--- config.mk ---
export PLATFORM = sky130hd
export DESIGN_NAME = win_monitor
export DESIGN_NICKNAME = d
export VERILOG_FILES = /design/src/rtl/win_monitor_pkg.sv /design/src/rtl/wm_rst_sync.sv /design/src/rtl/wm_hyst_cmp.sv /design/src/rtl/wm_qual_timer.sv /design/src/rtl/win_monitor.sv
export SDC_FILE = /design/constraint.sdc
export NUM_CORES = 1
export LEC_CHECK = 0
export ABC_AREA = 0
export BUFFER_PORTS_ARGS = -buffer_cell sky130_fd_sc_hd__buf_2
export CORE_MARGIN = 3
export CORE_UTILIZATION = 45
export DETAILED_ROUTE_END_ITERATION = 6
export HOLD_SLACK_MARGIN = 0.06
export PLACE_DENSITY_LB_ADDON = 0.15
export SYNTH_ARGS = -nofsm -noshare
export SYNTH_HDL_FRONTEND = slang
export SYNTH_SLANG_ARGS = --single-unit
--- constraint.sdc ---
create_clock -name clk -period 3.55 [get_ports clk]
set_clock_uncertainty 0.2 [all_clocks]
set_input_delay 0.355 -clock clk [delete_from_list [all_inputs] [get_ports clk]]
set_output_delay 0.355 -clock clk [all_outputs]
set_load 0.1 [all_outputs]
--- src/rtl/win_monitor_pkg.sv ---
`timescale 1ns/1ps
package win_monitor_pkg;
  localparam int NUM_EDGES = 2;
  localparam int UV_IDX    = 0;
  localparam int OV_IDX    = 1;
  localparam int SYNC_DEPTH = 2;
endpackage

--- src/rtl/wm_rst_sync.sv ---
`timescale 1ns/1ps
module wm_rst_sync #(
  parameter int DEPTH = 2
) (
  input  logic clk,
  input  logic rst_n,
  output logic srst_n
);
  logic [DEPTH-1:0] chain_q;
  logic [DEPTH-1:0] chain_d;

  always_comb begin
    chain_d = {chain_q[DEPTH-2:0], 1'b1};
  end

  always_ff @(posedge clk or negedge rst_n) begin
    if (!rst_n) chain_q <= '0;
    else        chain_q <= chain_d;
  end

  assign srst_n = chain_q[DEPTH-1];
endmodule

--- src/rtl/wm_hyst_cmp.sv ---
`timescale 1ns/1ps
module wm_hyst_cmp #(
  parameter int DATA_W = 12
) (
  input  logic              clk,
  input  logic              srst_n,
  input  logic              en,
  input  logic [DATA_W-1:0] sample,
  input  logic [DATA_W-1:0] rise,
  input  logic [DATA_W-1:0] fall,
  output logic              state_d,
  output logic              state_q
);
  always_comb begin
    state_d = state_q;
    if (en) begin
      if (sample >= rise)     state_d = 1'b1;
      else if (sample < fall) state_d = 1'b0;
    end
  end

  always_ff @(posedge clk or negedge srst_n) begin
    if (!srst_n) state_q <= 1'b0;
    else         state_q <= state_d;
  end

  // state only rises on a sample at or above the rising code
  assert_rise_on_upper_code_R2: assert property (@(posedge clk) disable iff (!srst_n)
    $rose(state_q) |-> $past(en && (sample >= rise)));
  // state only falls on a sample below the falling code
  assert_fall_on_lower_code_R3: assert property (@(posedge clk) disable iff (!srst_n)
    $fell(state_q) |-> $past(en && (sample < fall)));
endmodule

--- src/rtl/wm_qual_timer.sv ---
`timescale 1ns/1ps
module wm_qual_timer #(
  parameter int QUAL_W = 16
) (
  input  logic              clk,
  input  logic              srst_n,
  input  logic              en,
  input  logic              win_i,
  input  logic [QUAL_W-1:0] qual_len,
  output logic              fault_q
);
  localparam int EXT_W = QUAL_W + 1;

  logic [QUAL_W-1:0] cnt_q, cnt_d;
  logic              fault_d;
  logic [EXT_W-1:0]  len_eff;
  logic [EXT_W-1:0]  cnt_inc;

  always_comb begin
    len_eff = (qual_len == '0) ? EXT_W'(1) : {1'b0, qual_len};
    cnt_inc = {1'b0, cnt_q} + EXT_W'(1);
    fault_d = fault_q;
    cnt_d   = cnt_q;
    if (!en || !win_i) begin
      fault_d = 1'b1;
      cnt_d   = '0;
    end else if (fault_q) begin
      if (cnt_inc >= len_eff) begin
        fault_d = 1'b0;
        cnt_d   = '0;
      end else begin
        cnt_d   = cnt_inc[QUAL_W-1:0];
      end
    end
  end

  always_ff @(posedge clk or negedge srst_n) begin
    if (!srst_n) begin
      fault_q <= 1'b1;
      cnt_q   <= '0;
    end else begin
      fault_q <= fault_d;
      cnt_q   <= cnt_d;
    end
  end

  assert_fast_trip_R5: assert property (@(posedge clk) disable iff (!srst_n)
    (en && !win_i) |=> fault_q);
  assert_release_needs_window_R6: assert property (@(posedge clk) disable iff (!srst_n)
    $fell(fault_q) |-> $past(en && win_i));
  assert_count_below_len_R7: assert property (@(posedge clk) disable iff (!srst_n)
    {1'b0, cnt_q} < len_eff);
  assert_held_until_armed_R1: assert property (@(posedge clk) disable iff (!srst_n)
    !en |=> fault_q);
endmodule

--- src/rtl/win_monitor.sv ---
`timescale 1ns/1ps
module win_monitor
  import win_monitor_pkg::*;
#(
  parameter int DATA_W = 12,
  parameter int QUAL_W = 16
) (
  input  logic              clk,
  input  logic              rst_n,
  input  logic [DATA_W-1:0] sample,
  input  logic [DATA_W-1:0] uv_rise,
  input  logic [DATA_W-1:0] uv_fall,
  input  logic [DATA_W-1:0] ov_rise,
  input  logic [DATA_W-1:0] ov_fall,
  input  logic [QUAL_W-1:0] qual_len,
  output logic              fault,
  output logic              compliant
);
  logic srst_n;
  logic armed_q, armed_d;
  logic [NUM_EDGES-1:0][DATA_W-1:0] rise_q, rise_d, fall_q, fall_d;
  logic [QUAL_W-1:0] qlen_q, qlen_d;
  logic [NUM_EDGES-1:0] st_d, st_q;
  logic win_d;
  logic fault_q;

  wm_rst_sync #(.DEPTH(SYNC_DEPTH)) u_sync (
    .clk(clk), .rst_n(rst_n), .srst_n(srst_n));

  // Configuration capture: loaded on the single cycle before arming
  always_comb begin
    armed_d = 1'b1;
    rise_d  = rise_q;
    fall_d  = fall_q;
    qlen_d  = qlen_q;
    if (!armed_q) begin
      rise_d[UV_IDX] = uv_rise;
      fall_d[UV_IDX] = uv_fall;
      rise_d[OV_IDX] = ov_rise;
      fall_d[OV_IDX] = ov_fall;
      qlen_d         = qual_len;
    end
  end

  always_ff @(posedge clk or negedge srst_n) begin
    if (!srst_n) begin
      armed_q <= 1'b0;
      rise_q  <= '0;
      fall_q  <= '0;
      qlen_q  <= '0;
    end else begin
      armed_q <= armed_d;
      rise_q  <= rise_d;
      fall_q  <= fall_d;
      qlen_q  <= qlen_d;
    end
  end

  for (genvar g = 0; g < NUM_EDGES; g++) begin : g_edge
    wm_hyst_cmp #(.DATA_W(DATA_W)) u_cmp (
      .clk(clk), .srst_n(srst_n), .en(armed_q), .sample(sample),
      .rise(rise_q[g]), .fall(fall_q[g]),
      .state_d(st_d[g]), .state_q(st_q[g]));
  end

  // window from post-update edge states
  assign win_d = st_d[UV_IDX] & ~st_d[OV_IDX];

  wm_qual_timer #(.QUAL_W(QUAL_W)) u_qual (
    .clk(clk), .srst_n(srst_n), .en(armed_q), .win_i(win_d),
    .qual_len(qlen_q), .fault_q(fault_q));

  assign fault     = fault_q;
  assign compliant = ~fault_q;

  // a cleared fault implies the edge states agree on in-window
  assert_clear_means_window_R4: assert property (@(posedge clk) disable iff (!srst_n)
    !fault_q |-> (st_q[UV_IDX] && !st_q[OV_IDX]));
endmodule

==> reports/summary.txt, run 1 <==
========================================================================================================
Unrepaired setup endpoints after global routing ...........................................        false
Worst Setup Start Kind ....................................................................         flop
IR drop worst, VDD ........................................................................     0.282 mV
Estimated wirelength of the detail-placed design ..........................................      8000 µm
Number of enable-type register cells in the synthesized netlist ...........................            0
Post-CTS Setup Repair Bufs ................................................................            0
Power per Cell Area .......................................................................   392 nW/µm²
Static leakage ............................................................................   0.00321 µW
Slew @ Worst Pin ..........................................................................      1.07 ns
Synthesized instance count ................................................................          467
Post-detailed-routing wire length .........................................................     11400 µm
Antenna violations before repair ..........................................................            0
Clock period minus worst slack ............................................................      3.15 ns
DRC marker count from the first detailed-route iteration ..................................          103
Worst hold stages .........................................................................            2
Number of nets with antenna violations after detailed routing .............................            0
Buffer depth of the longest clock path ....................................................            2
Clk sink count ............................................................................           86
Core area .................................................................................    11000 µm²
Ranking of synthesized cells by area ...................................................... sky130_fd_sc_hd__dfrtp_1, sky130_fd_sc_hd__ha_1, sky130_fd_sc_hd__mux2_2
Main synth FF type ........................................................................ sky130_fd_sc_hd__dfrtp_1
Synth top area share ......................................................................        41.6%
Cell area after placement .................................................................     5630 µm²
Total CTS buffers .........................................................................            9
Critical path arrival .....................................................................      3.21 ns
Final-report setup violation count ........................................................            0
Hold bufs inserted after CTS ..............................................................           64
Mean instance size in the synthesized netlist .............................................     10.9 µm²
Proportion of synthesized flip-flops having asynchronous set or reset .....................         100%
End-of-flow core utilization ..............................................................        59.8%
Slew HR ...................................................................................        28.5%
Vias ......................................................................................         3900
Area leader, netlist ...................................................................... sky130_fd_sc_hd__dfrtp_1
Outcome ...................................................................................    completed
Maximum number of pins on one net before global-route repair ..............................           85
Avg WL per Cell ...........................................................................      15.1 µm
Setup slack after layout ..................................................................     0.395 ns
Final count of pins violating max slew ....................................................            0
Cell row count ............................................................................           38
Layout overhead on the synthesized area ...................................................        28.6%
Post-Place Worst Slack ....................................................................     0.412 ns
Number of warnings reported in the yosys synthesis log ....................................            0
Peak fanout along the critical path .......................................................           17
Global-route usage over all layers ........................................................        19.2%
Cell depth of the worst flop-to-flop path .................................................           11
IO Count ..................................................................................           80
Worst path required time ..................................................................      3.60 ns
Number of global-route vias before repair .................................................         4094
Antenna diode count .......................................................................            0
Hold Path Class ........................................................................... input port to flop
Post-CTS clock slew at the launch and capture registers of the worst setup and hold paths .      0.06 ns
Total global routing overflow .............................................................            0
Wire length of the first global-routing pass ..............................................     19500 µm
CTS H-tree depth ..........................................................................            3
Library cells used by synthesis ...........................................................           45
Fraction of layout cells with a size suffix above 1 .......................................        27.9%
Number of fillers in the final layout .....................................................          895
Die area ..................................................................................    12700 µm²
Peak clock frequency supported by timing ..................................................    0.317 GHz
Synthesized flop and latch total ..........................................................           86
Cts repair resizes ........................................................................            0
Post-DR vias/cell .........................................................................         5.16
Initial Util ..............................................................................        46.5%
Fin. Hold Viols ...........................................................................            0
Buffer type at the clock tree root ........................................................ sky130_fd_sc_hd__clkbuf_16
Vert. Die Dim .............................................................................       113 µm
Maxcap violations .........................................................................            0
Count of nets after finishing .............................................................          752
Cell types with the highest counts after synthesis ........................................ sky130_fd_sc_hd__dfrtp_1, sky130_fd_sc_hd__inv_1, sky130_fd_sc_hd__mux2_2
CTS tree ..................................................................................         done
Total DRC errors in the routed layout .....................................................            0
Post-synthesis instance area ..............................................................     5110 µm²
Clock insertion delay at the later pin of the skew report .................................      0.34 ns
Routability-driven placement congestion ratio .............................................        0.765
Fraction of the yosys area taken by sequential cells ......................................        42.2%
Number of iterations in the first detailed-routing pass ...................................            4
Final standard cell area without fillers ..................................................     6570 µm²
Cell with the most instances after synthesis .............................................. sky130_fd_sc_hd__dfrtp_1
Quantity of I/O buffers inserted on ports .................................................           79
Die W .....................................................................................       113 µm
Accumulated negative setup slack ..........................................................         0 ns
Critical Setup Path Class ................................................................. flop to flop
Period utilization ........................................................................        88.9%
Endpoint class of the critical path .......................................................         flop
========================================================================================================
==> report_power, final <==
group          leakage (µW)  switching (µW)  internal (µW)
sequential          0.00104            70.4           1060
combinational       0.00203             225            258
clock              0.000146             378            583
==> worst max-delay path, cell delays in order (launching register included) <==
cell	delay, ns
sky130_fd_sc_hd__dfrtp_1	0.43
sky130_fd_sc_hd__ha_1	0.28
sky130_fd_sc_hd__and2_1	0.24
sky130_fd_sc_hd__xor2_1	0.29
sky130_fd_sc_hd__ha_1	0.31
sky130_fd_sc_hd__a211oi_1	0.23
sky130_fd_sc_hd__nor2_1	0.08
sky130_fd_sc_hd__a2111oi_1	0.28
sky130_fd_sc_hd__o311a_1	0.22
sky130_fd_sc_hd__buf_4	0.22
sky130_fd_sc_hd__a32oi_1	0.13
sky130_fd_sc_hd__nor3_1	0.15
==> final timing paths <==
check | startpoint | end | slack (ns)
worst max-delay path | u_qual.cnt_q[0] | u_qual.cnt_q[1] | 0.40
worst min-delay path | ov_fall[1] | fall_q[13] | 0.08
worst max register to register | u_qual.cnt_q[0] | u_qual.cnt_q[1] | 0.40
worst min register to register | u_sync.chain_q[0] | u_sync.chain_q[1] | 0.15
max in group asynchronous | u_sync.chain_q[1] | armed_q | 2.07
min in group asynchronous | rst_n | u_sync.chain_q[1] | 0.12
==> cells in the final DEF, fill, tap and decap left out, drive strengths merged, types with 4 or more instances in the layout <==
master	instances
nor4	4
nor2	13
xnor2	10
nand4	14
clkbuf	13
buf	82
o21ai	16
a21oi	16
nand3	6
a32oi	8
nor3	19
xor2	4
dfrtp	85
inv	64
a211oi	5
a22oi	7
nand2	19
dlygate4sd3	64
a21o	8
ha	63
nand2b	4
mux2	64
==> area by class of cell <==
class	instances	area (µm²)	area share, %
Tap cell	140	175	2.67
Multi-Input combinational cell	303	2630	40.1
Inverter	65	244	3.71
Clock buffer	13	260	3.96
Sequential cell	86	2160	32.8
Clock inverter	3	42.5	0.647
Timing Repair Buffer	146	1060	16.1
==> per-layer routing <==
metal	global-route usage [%]	up-vias	wire [µm]
li1	-	1937	-
met1	23.1	1896	4930
met2	34.4	56	5970
met3	3.29	11	314
met4	7.21	0	191
met5	0	-	0
==> through the flow <==
stage | power, µW | std cells | hold WS, ns
after floorplan | 1440 | 468 | -0.141
after global placement | 1560 | 676 | -0.0600
after detailed placement | 1590 | 676 | -0.0589
after CTS | 2620 | 756 | 0.0608
after global routing | 2740 | 756 | 0.0673
final | 2580 | 756 | 0.0775
==> flip-flops by register name, indices dropped and copies added (netlist names) <==
register,count
qlen_q,16
g_edge.u_cmp.state_q,2
rise_q,24
u_qual.cnt_q,16
armed_q,1
fall_q,24
u_qual.fault_q,1
u_sync.chain_q,2
==> cell families (layout without fill, tap and decap cells) <==
kind of cell    after synthesis  count (layout)  share of synthesized area, %
simple gates                 89              89                          9.67
flops                        86              86                          42.2
buf+inv                      79             227                          6.39
compound gates               71              71                          9.77
mux                          64              64                          14.1
fa+ha+maj                    63              63                          15.4
xor+xnor                     14              14                          2.40
other cells                   1               2                        0.0734
(Power assumes the default switching activity.)
==> inputs of run 2 (changes only) <==
--- a/config.mk
+++ b/config.mk
@@ -14,4 +14,5 @@
 export PLACE_DENSITY_LB_ADDON = 0.15
 export SYNTH_ARGS = -nofsm -noshare
 export SYNTH_HDL_FRONTEND = slang
+export SYNTH_HIERARCHICAL = 1
 export SYNTH_SLANG_ARGS = --single-unit
==> reports/summary.txt, run 2 <==
========================================================================================================
Metal3 WL .................................................................................       455 µm   +45%
Number of global-route vias before repair .................................................         4229   +3.3%
Avg WL per Cell ...........................................................................      15.2 µm   +0.48%
Routed met2 length ........................................................................      6040 µm   +1.2%
IR drop worst, VDD ........................................................................     0.308 mV   +9.5%
Antenna violations before repair ..........................................................            0   unchanged
Clock period minus worst slack ............................................................      3.43 ns   +0.277 ns
Number of iterations in the first detailed-routing pass ...................................            4   unchanged
Largest stage delay on the critical path ..................................................      0.43 ns   about the same
Mean instance size in the synthesized netlist .............................................     11.4 µm²   +4.1%
Buf+Inv Stages, Crit Path .................................................................            1   unchanged
Clock insertion delay at the later pin of the skew report .................................      0.34 ns   about the same
Post-CTS clock slew at the launch and capture registers of the worst setup and hold paths .      0.06 ns   about the same
Proportion of synthesized flip-flops having asynchronous set or reset .....................         100%   unchanged
Endpoint class of the critical path .......................................................         flop
Synthesized Nets ..........................................................................          632
Number of enable-type register cells in the synthesized netlist ...........................            0   unchanged
Registers with the most flip-flops ........................................................ fall_q x24, rise_q x24
Total DRC errors in the routed layout .....................................................            0   unchanged
Layout overhead on the synthesized area ...................................................        25.2%
Static leakage ............................................................................   0.00347 µW   +8.1%
Fraction of the yosys area taken by sequential cells ......................................        38.5%   -3.6 points
Synth top area share ......................................................................        38.1%   -3.6 points
Fin. Hold Viols ...........................................................................            0   unchanged
Most frequent standard cell in the layout excluding fill and tap cells .................... sky130_fd_sc_hd__dfrtp_1
Final count of pins violating max slew ....................................................            0   unchanged
Final standard cell area without fillers ..................................................     7000 µm²   +6.5%
Area leader, netlist ...................................................................... sky130_fd_sc_hd__dfrtp_1
Number of warnings reported in the yosys synthesis log ....................................            6   +6
End-of-flow core utilization ..............................................................        58.0%   -1.8 points
Fraction of layout cells with a size suffix above 1 .......................................        27.7%   -0.18 points
Slew HR ...................................................................................        33.4%   +4.9 points
IO Count ..................................................................................           80   unchanged
Number of nets with antenna violations after detailed routing .............................            0   unchanged
Peak fanout along the critical path .......................................................           18   +1
Post-DR vias/cell .........................................................................         5.06   -1.9%
Estimated wirelength of the detail-placed design ..........................................      8500 µm   +6.3%
CP Cell Sequence .......................................................................... ha_1 > nand4_1 > nor4_2 > xor2_1 > ha_1 > a211oi_2 > o211ai_1 > a211oi_4 > buf_4 > o2111ai_1 > a31oi_1
Startpoint of the worst hold path .........................................................   uv_rise[6]
Worst hold stages .........................................................................            2   unchanged
Die area ..................................................................................    13800 µm²   +8.9%
Initial Util ..............................................................................        46.3%   -0.18 points
Critical path arrival .....................................................................      3.47 ns   +0.26 ns
Cell area after placement .................................................................     6050 µm²   +7.6%
Cell depth of the worst flop-to-flop path .................................................           11   unchanged
Maximum number of pins on one net before global-route repair ..............................           66   -22%
Total stage count of the critical path ....................................................           11   unchanged
Routability-driven placement congestion ratio .............................................        0.824   +7.7%
Post-detailed-routing wire length .........................................................     12200 µm   +7.1%
Worst Hold Endpoint .......................................................................    rise_q[6]
Total CTS buffers .........................................................................            9   unchanged
Synthesized instance count ................................................................          491   +5.1%
Hold Path Class ........................................................................... input port to flop
Worst flop-to-flop path endpoint .......................................................... u_qual/cnt_q[12]
Antenna diode count .......................................................................            0   unchanged
Count of nets after finishing .............................................................          776   +3.2%
Vias ......................................................................................         4081   +4.6%
Uppermost layer routed ....................................................................         met4
Cell types with the highest counts after synthesis ........................................ sky130_fd_sc_hd__dfrtp_1, sky130_fd_sc_hd__inv_1, sky130_fd_sc_hd__ha_1
Quantity of I/O buffers inserted on ports .................................................           79   unchanged
Buffer depth of the longest clock path ....................................................            2   unchanged
Library cells used by synthesis ...........................................................           48   +6.7%
Worst path required time ..................................................................      3.59 ns   about the same
Clk sink count ............................................................................           86   unchanged
Vert. Die Dim .............................................................................       117 µm   +4.3%
Core area .................................................................................    12100 µm²   +9.8%
Global-route usage over all layers ........................................................        18.4%   -0.82 points
Setup slack after layout ..................................................................     0.118 ns   -0.277 ns
Wire length on met1 .......................................................................      5370 µm   +9.0%
Buffer type at the clock tree root ........................................................ sky130_fd_sc_hd__clkbuf_16
Crit Reg-Reg Startpoint ................................................................... u_qual/cnt_q[0]
CTS tree ..................................................................................         done
Post-Place Worst Slack ....................................................................     0.214 ns   -0.197 ns
Peak clock frequency supported by timing ..................................................    0.291 GHz   -8.1%
Total global routing overflow .............................................................            0   unchanged
CP max-delay cell ......................................................................... sky130_fd_sc_hd__dfrtp_1
Final-report setup violation count ........................................................            0   unchanged
DRC marker count from the first detailed-route iteration ..................................          276   +170%
Worst Setup Start Kind ....................................................................         flop
CTS H-tree depth ..........................................................................            3   unchanged
Wire length of the first global-routing pass ..............................................     20600 µm   +5.4%
Maxcap violations .........................................................................            0   unchanged
Ranking of synthesized cells by area ...................................................... sky130_fd_sc_hd__dfrtp_1, sky130_fd_sc_hd__mux2_4, sky130_fd_sc_hd__ha_1
Outcome ...................................................................................    completed
Power per Cell Area .......................................................................   368 nW/µm²   -6.3%
Cell repeated most along the worst path ................................................... sky130_fd_sc_hd__ha_1
Cell row count ............................................................................           40   +5.3%
Period utilization ........................................................................        96.7%   +7.8 points
Main synth FF type ........................................................................ sky130_fd_sc_hd__dfrtp_1
Synthesized flop and latch total ..........................................................           86   unchanged
Post-synthesis instance area ..............................................................     5590 µm²   +9.4%
R2r setup slk .............................................................................      0.12 ns   -0.28 ns
Critical Setup Path Class ................................................................. flop to flop
Die W .....................................................................................       117 µm   +4.3%
Slew @ Worst Pin ..........................................................................     0.999 ns   -0.0738 ns
Largest delay share family, worst path .................................................... compound AO/OA/AOI/OAI gates
Cell with the most instances after synthesis .............................................. sky130_fd_sc_hd__dfrtp_1
Most used cells in the layout excluding fill and tap cells ................................ sky130_fd_sc_hd__dfrtp_1, sky130_fd_sc_hd__buf_2, sky130_fd_sc_hd__inv_1
========================================================================================================
## run 2: changes by cell type after synthesis, sizes merged, moves of 4 or more
cell    change
a21o        -4
a21oi      +22
a22oi       -5
a32oi       -8
nand2       -6
nand2b     +15
nand3      +10
nor2        -5
nor3       -15
o211ai     +15
o21ai       -8
o221ai      +4
## run 2: logic make-up (layout without fill, tap and decap cells)
kind of cell / after synthesis / count (layout) / synth area share (%)
and+or+nand+nor: 95 / 95 / 9.67
AOI/OAI and AO/OA: 88 / 88 / 11.1
DFF: 86 / 86 / 38.5
buffers and inverters: 81 / 228 / 7.68
muxes: 64 / 64 / 16.9
adders and majority gates: 63 / 63 / 14.1
xor gates and xnor gates: 12 / 12 / 1.88
other: 2 / 2 / 0.134
## run 2: how the worst max path moves through the flow
| stage | startpoint | end | slack, ns |
|---|---|---|---|
| after floorplan | u_qual/cnt_q[5] | u_qual/cnt_q[13] | 0.46 |
| after global placement | u_qual/cnt_q[0] | u_qual/cnt_q[12] | 0.31 |
| after detailed placement | u_qual/cnt_q[5] | u_qual/cnt_q[12] | 0.21 |
| after CTS | u_qual/cnt_q[0] | u_qual/cnt_q[12] | 0.19 |
| after global routing | u_qual/cnt_q[0] | u_qual/cnt_q[12] | -0.03 |
| final | u_qual/cnt_q[0] | u_qual/cnt_q[12] | 0.12 |
## run 2: layer usage
metal / track usage [%] / vias to the layer above
li1: - / 2037
met1: 22.4 / 1933
met2: 31.1 / 90
met3: 4.92 / 21
met5: 0 / -
met4: 7.40 / 0
## run 2: final cells by class
cell class,count,area [µm²]
fillers,1033,5060
clock buffers,13,260
multi-input cells,324,3020
inverters,67,251
repair buffers,147,1070
well taps,168,210
clock inverters,1,30.0
flip-flops and latches,86,2160
## run 2: power by group
group	total (µW)	switching (µW)	internal [µW]	leakage, µW
Sequential	1140	74.9	1070	0.00104
Clock	938	362	576	0.000142
Combinational	495	208	287	0.00229
## run 2: worst register-to-register path: stages (launching register included)
cell	delay, ns
sky130_fd_sc_hd__dfrtp_1	0.43
sky130_fd_sc_hd__ha_1	0.25
sky130_fd_sc_hd__nand4_1	0.23
sky130_fd_sc_hd__nor4_2	0.40
sky130_fd_sc_hd__xor2_1	0.25
sky130_fd_sc_hd__ha_1	0.30
sky130_fd_sc_hd__a211oi_2	0.25
sky130_fd_sc_hd__o211ai_1	0.17
sky130_fd_sc_hd__a211oi_4	0.25
sky130_fd_sc_hd__buf_4	0.27
sky130_fd_sc_hd__o2111ai_1	0.15
sky130_fd_sc_hd__a31oi_1	0.19
## run 2: metrics by stage
stage                     hold WS [ns]  setup TNS (ns)  power, µW  std cells
after global placement         -0.0567               0       1580        728
after floorplan                 -0.141               0       1470        491
final                           0.0772               0       2570        806
after CTS                       0.0610               0       2610        805
after global routing            0.0610         -0.0403       2720        806
after detailed placement       -0.0561               0       1600        728
## run 2: repair_timing
action	in CTS	in global routing
resized for setup	0	2
setup buffers	0	0
endpoints found under the setup margin	0	17
hold buffers	63	1
hold endpoints to repair	64	1
